`config.mk`:
```
export PLATFORM = sky130hd
export DESIGN_NAME = gate_check
export DESIGN_NICKNAME = d
export VERILOG_FILES = /design/src/rtl/gate_chk_pkg.sv /design/src/rtl/gate_chk_ctrl.sv /design/src/rtl/gate_chk_dp.sv /design/src/rtl/gate_check.sv
export SDC_FILE = /design/constraint.sdc
export NUM_CORES = 1
export LEC_CHECK = 0
export BUFFER_PORTS_ARGS = -buffer_cell sky130_fd_sc_hd__buf_4
export CORE_MARGIN = 5
export CORE_UTILIZATION = 48
export DETAILED_ROUTE_END_ITERATION = 10
export HOLD_SLACK_MARGIN = 0.12
export PLACE_DENSITY = 0.71
export SETUP_SLACK_MARGIN = 0.1
export SLEW_MARGIN = 20
export SYNTH_ARGS = -nofsm -noshare
export SYNTH_HDL_FRONTEND = slang
export SYNTH_SLANG_ARGS = --single-unit
export TNS_END_PERCENT = 30
```
`constraint.sdc`:
```
create_clock -name clk -period 6.4 [get_ports clk]
set_input_delay 0.64 -clock clk [delete_from_list [all_inputs] [get_ports clk]]
set_output_delay 0.64 -clock clk [all_outputs]
set_load 0.03 [all_outputs]
```
`src/rtl/gate_chk_pkg.sv`:
```
package gate_chk_pkg;
  typedef enum logic [1:0] {FK_NONE = 2'd0, FK_GP = 2'd1, FK_NP = 2'd2, FK_SS = 2'd3} fault_e;
  typedef enum logic [1:0] {STG_LIMIT = 2'd0, STG_GATE = 2'd1, STG_SEG = 2'd2} stage_e;

  typedef struct packed {
    logic   capture;
    logic   loadGate;
    logic   loadSeg;
    logic   finish;
    logic   addrSeg;
    stage_e stage;
  } ctrl_t;

  localparam int DESC_W = 64;
  localparam int SEL_W  = 16;
  localparam int OFF_W  = 32;
  localparam int ERR_W  = 16;
  localparam int MASK_W = 5;
endpackage

```
`src/rtl/gate_chk_ctrl.sv`:
```
module gate_chk_ctrl
  import gate_chk_pkg::*;
(
  input  logic  clk,
  input  logic  rst_n,
  input  logic  start,
  input  logic  fetchValid,
  input  logic  stageFail,
  input  logic  isTask,
  output ctrl_t ctl,
  output logic  fetchReq,
  output logic  busy
);
  typedef enum logic [2:0] {S_IDLE, S_LIM, S_FGATE, S_CGATE, S_FSEG, S_CSEG} state_e;
  state_e state, nextState;

  always_ff @(posedge clk or negedge rst_n) begin
    if (!rst_n) state <= S_IDLE;
    else        state <= nextState;
  end

  always_comb begin
    ctl       = '0;
    ctl.stage = STG_LIMIT;
    fetchReq  = 1'b0;
    nextState = state;
    case (state)
      S_IDLE: begin
        ctl.capture = start;
        if (start) nextState = S_LIM;
      end
      S_LIM: begin
        ctl.stage = STG_LIMIT;
        if (stageFail) begin
          ctl.finish = 1'b1;
          nextState  = S_IDLE;
        end else begin
          nextState = S_FGATE;
        end
      end
      S_FGATE: begin
        fetchReq = 1'b1;
        if (fetchValid) begin
          ctl.loadGate = 1'b1;
          nextState    = S_CGATE;
        end
      end
      S_CGATE: begin
        ctl.stage = STG_GATE;
        if (stageFail || isTask) begin
          ctl.finish = 1'b1;
          nextState  = S_IDLE;
        end else begin
          nextState = S_FSEG;
        end
      end
      S_FSEG: begin
        fetchReq    = 1'b1;
        ctl.addrSeg = 1'b1;
        if (fetchValid) begin
          ctl.loadSeg = 1'b1;
          nextState   = S_CSEG;
        end
      end
      S_CSEG: begin
        ctl.stage  = STG_SEG;
        ctl.finish = 1'b1;
        nextState  = S_IDLE;
      end
      default: nextState = S_IDLE;
    endcase
  end

  assign busy = (state != S_IDLE);
endmodule

```
`src/rtl/gate_chk_dp.sv`:
```
module gate_chk_dp
  import gate_chk_pkg::*;
#(
  parameter int VEC_W = 8,
  parameter int LIM_W = 16
) (
  input  logic               clk,
  input  logic               rst_n,
  input  ctrl_t              ctl,
  input  logic [VEC_W-1:0]   vecIn,
  input  logic               swInt,
  input  logic [LIM_W-1:0]   tableLimit,
  input  logic [1:0]         curPriv,
  input  logic               longMode,
  input  logic [DESC_W-1:0]  fetchData,
  output logic               stageFail,
  output logic               isTask,
  output logic [ERR_W-1:0]   fetchAddr,
  output logic               done,
  output fault_e             faultKind,
  output logic [ERR_W-1:0]   errCode,
  output logic [SEL_W-1:0]   targetSel,
  output logic [OFF_W-1:0]   targetOff,
  output logic               innerPriv,
  output logic [MASK_W-1:0]  clrMask,
  output logic               taskGate
);
  logic [VEC_W-1:0] vecR;
  logic [LIM_W-1:0] limR;
  logic [1:0]       cplR;
  logic             swR, longR;

  logic [OFF_W-1:0] gOff;
  logic [SEL_W-1:0] gSel;
  logic [2:0]       gIst;
  logic [3:0]       gType;
  logic             gSegFlag, gPres;
  logic [1:0]       gDpl;
  logic             sConf, sExec, sSegFlag, sPres;
  logic [1:0]       sDpl;
  logic             unusedRsvd;

  assign unusedRsvd = ^fetchData[39:35];

  always_ff @(posedge clk or negedge rst_n) begin
    if (!rst_n) begin
      vecR <= '0; limR <= '0; cplR <= '0; swR <= 1'b0; longR <= 1'b0;
      gOff <= '0; gSel <= '0; gIst <= '0; gType <= '0;
      gSegFlag <= 1'b0; gPres <= 1'b0; gDpl <= '0;
      sConf <= 1'b0; sExec <= 1'b0; sSegFlag <= 1'b0; sPres <= 1'b0; sDpl <= '0;
    end else begin
      if (ctl.capture) begin
        vecR <= vecIn; limR <= tableLimit; cplR <= curPriv;
        swR <= swInt; longR <= longMode;
      end
      if (ctl.loadGate) begin
        gOff     <= {fetchData[63:48], fetchData[15:0]};
        gSel     <= fetchData[31:16];
        gIst     <= fetchData[34:32];
        gType    <= fetchData[43:40];
        gSegFlag <= fetchData[44];
        gDpl     <= fetchData[46:45];
        gPres    <= fetchData[47];
      end
      if (ctl.loadSeg) begin
        sConf    <= fetchData[42];
        sExec    <= fetchData[43];
        sSegFlag <= fetchData[44];
        sDpl     <= fetchData[46:45];
        sPres    <= fetchData[47];
      end
    end
  end

  // Derived offsets and codes
  logic [31:0]      entryBase, entryEnd;
  logic             limFail, typeOk;
  logic [ERR_W-1:0] limErr, gateErr, selMasked;

  always_comb begin
    entryBase = longR ? (32'(vecR) << 4) : (32'(vecR) << 3);
    entryEnd  = entryBase + (longR ? 32'd15 : 32'd7);
    limFail   = entryEnd > 32'(limR);
    limErr    = ERR_W'(entryBase + 32'd2);
    gateErr   = ERR_W'((32'(vecR) << 3) + 32'd2);
    selMasked = {gSel[SEL_W-1:2], 2'b00};
    case (gType)
      4'd14, 4'd15:      typeOk = !gSegFlag;
      4'd5, 4'd6, 4'd7:  typeOk = !gSegFlag && !longR;
      default:           typeOk = 1'b0;
    endcase
  end

  assign isTask    = (gType == 4'd5);
  assign fetchAddr = ctl.addrSeg ? selMasked : ERR_W'(entryBase);

  fault_e           oKind;
  logic [ERR_W-1:0] oCode;

  always_comb begin
    oKind = FK_NONE;
    oCode = '0;
    case (ctl.stage)
      STG_LIMIT: begin
        if (limFail) begin oKind = FK_GP; oCode = limErr; end
      end
      STG_GATE: begin
        if (!typeOk)                  begin oKind = FK_GP; oCode = gateErr; end
        else if (swR && gDpl < cplR)  begin oKind = FK_GP; oCode = gateErr; end
        else if (!gPres)              begin oKind = FK_NP; oCode = gateErr; end
        else if (!isTask && gSel[SEL_W-1:2] == '0) begin oKind = FK_GP; oCode = '0; end
      end
      STG_SEG: begin
        if (!sSegFlag || !sExec || sDpl > cplR) begin oKind = FK_GP; oCode = selMasked; end
        else if (!sPres)                        begin oKind = FK_NP; oCode = selMasked; end
      end
      default: ;
    endcase
  end

  assign stageFail = (oKind != FK_NONE);

  logic             okInner;
  logic [OFF_W-1:0] okOff;
  logic [MASK_W-1:0] okMask;

  always_comb begin
    if (isTask) begin
      okInner = 1'b0;
      okOff   = '0;
      okMask  = '0;
    end else begin
      okInner = (!sConf && sDpl < cplR) || (longR && gIst != 3'd0);
      okOff   = gType[3] ? gOff : {16'h0, gOff[15:0]};
      okMask  = {4'b1111, ~gType[0]};
    end
  end

  always_ff @(posedge clk or negedge rst_n) begin
    if (!rst_n) begin
      done <= 1'b0; faultKind <= FK_NONE; errCode <= '0; targetSel <= '0;
      targetOff <= '0; innerPriv <= 1'b0; clrMask <= '0; taskGate <= 1'b0;
    end else begin
      done <= ctl.finish;
      if (ctl.finish) begin
        faultKind <= oKind;
        errCode   <= oCode;
        if (stageFail) begin
          targetSel <= '0; targetOff <= '0; innerPriv <= 1'b0;
          clrMask <= '0; taskGate <= 1'b0;
        end else begin
          targetSel <= gSel; targetOff <= okOff; innerPriv <= okInner;
          clrMask <= okMask; taskGate <= isTask;
        end
      end
    end
  end
endmodule

```
`src/rtl/gate_check.sv`:
```
module gate_check
  import gate_chk_pkg::*;
#(
  parameter int VEC_W = 8,
  parameter int LIM_W = 16
) (
  input  logic              clk,
  input  logic              rst_n,
  input  logic              start,
  input  logic [VEC_W-1:0]  vecIn,
  input  logic              swInt,
  input  logic [LIM_W-1:0]  tableLimit,
  input  logic [1:0]        curPriv,
  input  logic              longMode,
  output logic              fetchReq,
  output logic [15:0]       fetchAddr,
  input  logic              fetchValid,
  input  logic [63:0]       fetchData,
  output logic              busy,
  output logic              done,
  output logic [1:0]        faultKind,
  output logic [15:0]       errCode,
  output logic [15:0]       targetSel,
  output logic [31:0]       targetOff,
  output logic              innerPriv,
  output logic [4:0]        clrMask,
  output logic              taskGate
);
  ctrl_t  ctl;
  logic   stageFail, isTask;
  fault_e kindInt;

  gate_chk_ctrl ctrl_i (
    .clk(clk), .rst_n(rst_n), .start(start), .fetchValid(fetchValid),
    .stageFail(stageFail), .isTask(isTask), .ctl(ctl),
    .fetchReq(fetchReq), .busy(busy)
  );

  gate_chk_dp #(.VEC_W(VEC_W), .LIM_W(LIM_W)) dp_i (
    .clk(clk), .rst_n(rst_n), .ctl(ctl), .vecIn(vecIn), .swInt(swInt),
    .tableLimit(tableLimit), .curPriv(curPriv), .longMode(longMode),
    .fetchData(fetchData), .stageFail(stageFail), .isTask(isTask),
    .fetchAddr(fetchAddr), .done(done), .faultKind(kindInt), .errCode(errCode),
    .targetSel(targetSel), .targetOff(targetOff), .innerPriv(innerPriv),
    .clrMask(clrMask), .taskGate(taskGate)
  );

  assign faultKind = kindInt;
endmodule

```
==> summary.txt <==
Run status
  – Status: completed

Setup path
  – CP Launch Type: flop
  – Worst-path fanout max: 36
  – Critical Path RT: 6.76 ns
  – Critical-path top delay cell: nor3b_4
  – CP Class: flop to flop
  – Most repeated library cell on the critical path: buf_4
  – Crit end category: flop
  – R2r startpoint: dp_i.longR
  – Worst path cell trace: mux2_2, ha_1, a21oi_1, a21boi_1, o311ai_1, a211oi_2, buf_4, nor3_4, buf_4, nor3b_4, a22o_1
  – Worst Setup SP: dp_i.longR
  – CP peak stage delay: a little under 0.8 ns
  – Worst Path Arrival: 4.37 ns

Synth
  – Compound-gate portion of the synthesized area: 0.0730
  – Synth Flop Type: dfrtp_1
  – Post-Synthesis Cells: 575
  – Sequential share of the synthesized area: 0.561
  – Post-Synth Simple-Gate Area: 0.0750
  – Post-synthesis mux area share: 0.218
  – Synth Cell Area: 7400 sq um
  – Xor-xnor portion of the synthesized cell area: 0.00118
  – #FFs+latches synth: about 170
  – Synth warn: 0
  – Main combinational cell family by area after synthesis: multiplexers
  – Post-synth EDFFs: 0
  – Syn Area/Cell: 12.9 sq um
  – Distinct cell type count after synthesis: 49
  – Synth Area in Adders: 0.0220
  – Ys async rst share: 1.00

Global routing
  – Grt total ovfl: 0
  – Antenna violations before repair: 0
  – Busiest grt layer: met2
  – Largest net degree at the start of global routing: 86
  – GR Util met3: 0.0503
  – First-pass GRT wire length: 28000 um
  – Met1 global-route usage: 0.257
  – Met2 usage: 0.317
  – Total track usage: 0.197
  – Vias in the first global route: 5284

Die
  – Die Wd: 134 um
  – Row cnt: 45
  – I/O pin cnt: 188
  – Core footprint: 15100 sq um
  – Initial Util: 0.489
  – Full die area: 18000 sq um
  – Height of the die: 134 um

Drt
  – Post-route ant nets: 0
  – Total wire length: 17000 um
  – DR WL/cell: around 18 um
  – Via count: about 5000
  – Residual DRC: 0
  – Iter 0 DRT Violations: 225
  – TritonRoute pass-1 iters: 5
  – Vias per cell: about 5.3

Job
  – MaxCap Viol Count: 0

Clock network
  – CTS root buf: clkbuf_16
  – CTS Buf Count: 17
  – CTS tree: done
  – Clock latency at the later pin of the worst-skew pair: 0.42 ns
  – Maximum clock path buffer count: 2
  – H-tree lvl count: 4
  – Post-cts resize count: 0
  – Clock slew at the register clock pins of the worst setup and hold paths: roughly 0.060 ns
  – Number of setup buffers added after CTS: 0
  – Sink Count: around 170
  – Hold Buf Count CTS: 0

Pwr
  – Peak VDD IR: ~0.25 mV
  – Tot Pwr: 5.42 mW
  – Power density over cell area: about 580 nW/um^2
  – Pleak: 4.79 nW

Placement
  – PortBufs: between 150 and 200
  – Routability cong.: 0.853
  – Post-DP Area: between 8000 and 9000 sq um
  – DP Worst Slack: 2.40 ns
  – Hpwl dp: 12100 um

STA
  – Fin crit period: approximately 4 ns
  – RSZ-0062 raised after global routing: no
  – Fmax: 249 MHz
  – Post-Route Skew: between 0.006 and 0.007 ns
  – Final WS setup: 2.38 ns
  – Worst-margin pin slew: 1.05 ns
  – Setup TNS: 0 ns
  – Final hold viol count: 0
  – Finish-stage setup viols: 0
  – Worst relative slew slack: 0.297
  – Tcrit/Tclk final: 0.627
  – Final Max Slew Viols: 0

Layout
  – # nets final: about 850
  – Ant diodes: 0
  – Share of cells above drive strength 1: 0.447
  – FILL cells: 1220
  – Final instance area: 9410 sq um
  – P&R area growth vs syn: 27.1%

Min path
  – Worst Hold Class: input port to async pin
-- through the flow --
step | instances | hold WS [ns] | util
2_1_floorplan | 578 | 0.344 | -
3_3_place_gp | 914 | 0.468 | 0.585
3_5_place_dp | 914 | 0.470 | 0.585
4_1_cts | 946 | 0.273 | 0.621
5_1_grt | 946 | 0.317 | 0.621
6_report | 946 | 0.226 | 0.621
-- per-layer routing --
layer | routed length (um) | part of all wire
met4 | 404 | 0.024
met2 | 8380 | 0.49
met1 | 7210 | 0.42
met5 | 0 | 0
met3 | 1000 | 0.059
-- state kept, by name (all words and copies together), names as in the netlist, 2 cells and up --
| name | count |
|---|---|
| dp_i.targetOff | 32 |
| dp_i.limR | 16 |
| dp_i.vecR | 8 |
| dp_i.gDpl | 2 |
| dp_i.sDpl | 2 |
| ctrl_i.state | 3 |
| dp_i.targetSel | 16 |
| dp_i.cplR | 2 |
| dp_i.gType | 4 |
| dp_i.faultKind | 2 |
| dp_i.gIst | 3 |
| dp_i.clrMask | 2 |
| dp_i.errCode | 15 |
| dp_i.gSel | 16 |
| dp_i.gOff | 32 |
-- final timing paths --
path | endpoint | slack, ns | depth (start not counted)
max | dp_i.targetOff[9] | 2.38 | 11
min | dp_i.cplR[0] | 0.23 | 1
max reg2reg | dp_i.targetOff[9] | 2.38 | 11
min reg2reg | dp_i.faultKind[0] | 0.48 | 1
max in group asynchronous | dp_i.errCode[12] | 4.97 | 2
min in group clk | dp_i.limR[12] | 0.42 | 3
-- Yosys cell counts, drive strengths merged, types with 3 or more instances --
cell type | number | area (sq um)
nand3b | 3 | 22.5
nor2b | 3 | 18.8
a21oi | 5 | 25.0
nor2 | 12 | 45.0
a222oi | 7 | 70.1
nand2 | 38 | 143
mux2i | 26 | 260
mux2 | 114 | 1360
nor3b | 3 | 33.8
buf | 22 | 150
dfrtp | 166 | 4150
clkbuf | 15 | 56.3
nand4 | 5 | 31.3
nand2b | 3 | 18.8
and3 | 17 | 106
ha | 13 | 163
nor3 | 4 | 31.3
inv | 42 | 158
a21o | 4 | 30.0
o21ai | 17 | 85.1
nor4 | 3 | 18.8
and2 | 7 | 43.8
a22o | 23 | 201
-- critical path: cells and delay by family (launching register included) --
family | cells | cell delay, ns
AOI/OAI and AO/OA | 5 | 0.94
adders and majority gates | 1 | 0.32
buffers and inverters | 2 | 0.60
DFF | 1 | 0.65
muxes | 1 | 0.43
and+or+nand+nor | 2 | 0.98
-- cell type report --
| class | count | area (sq um) | area share |
|---|---|---|---|
| well taps | 188 | 235 | 0.0250 |
| flip-flops and latches | 166 | 4150 | 0.441 |
| clock buffers | 20 | 447 | 0.0475 |
| inverters | 42 | 158 | 0.0167 |
| multi-input cells | 333 | 2920 | 0.310 |
| clock inverters | 12 | 105 | 0.0112 |
| repair buffers | 185 | 1400 | 0.148 |
-- power by group --
part | internal, mW | total (mW) | switching (mW) | leakage [nW]
registers | 1.56 | 1.92 | 0.368 | 2.07
clock network | 0.544 | 0.952 | 0.407 | 0.270
logic | 1.17 | 2.55 | 1.38 | 2.45
total | 3.27 | 5.42 | 2.16 | 4.79
-- logic make-up after synthesis --
group | Yosys count
buf+inv | 79
mux | 140
flops | 166
fa+ha+maj | 13
other cells | 1
compound gates | 71
xor+xnor | 1
simple gates | 104
-- cells in the final DEF, fill, tap and decap left out, types with 13 or more instances in the layout --
cell,count
buf_4,183
dfrtp_1,166
mux2_2,95
inv_1,42
nand2_1,38
mux2i_1,26
a22o_1,23
mux2_4,19
o21ai_0,17
and3_1,17
clkbuf_16,17
ha_1,13
No activity file was read; power rests on OpenSTA's default activity.
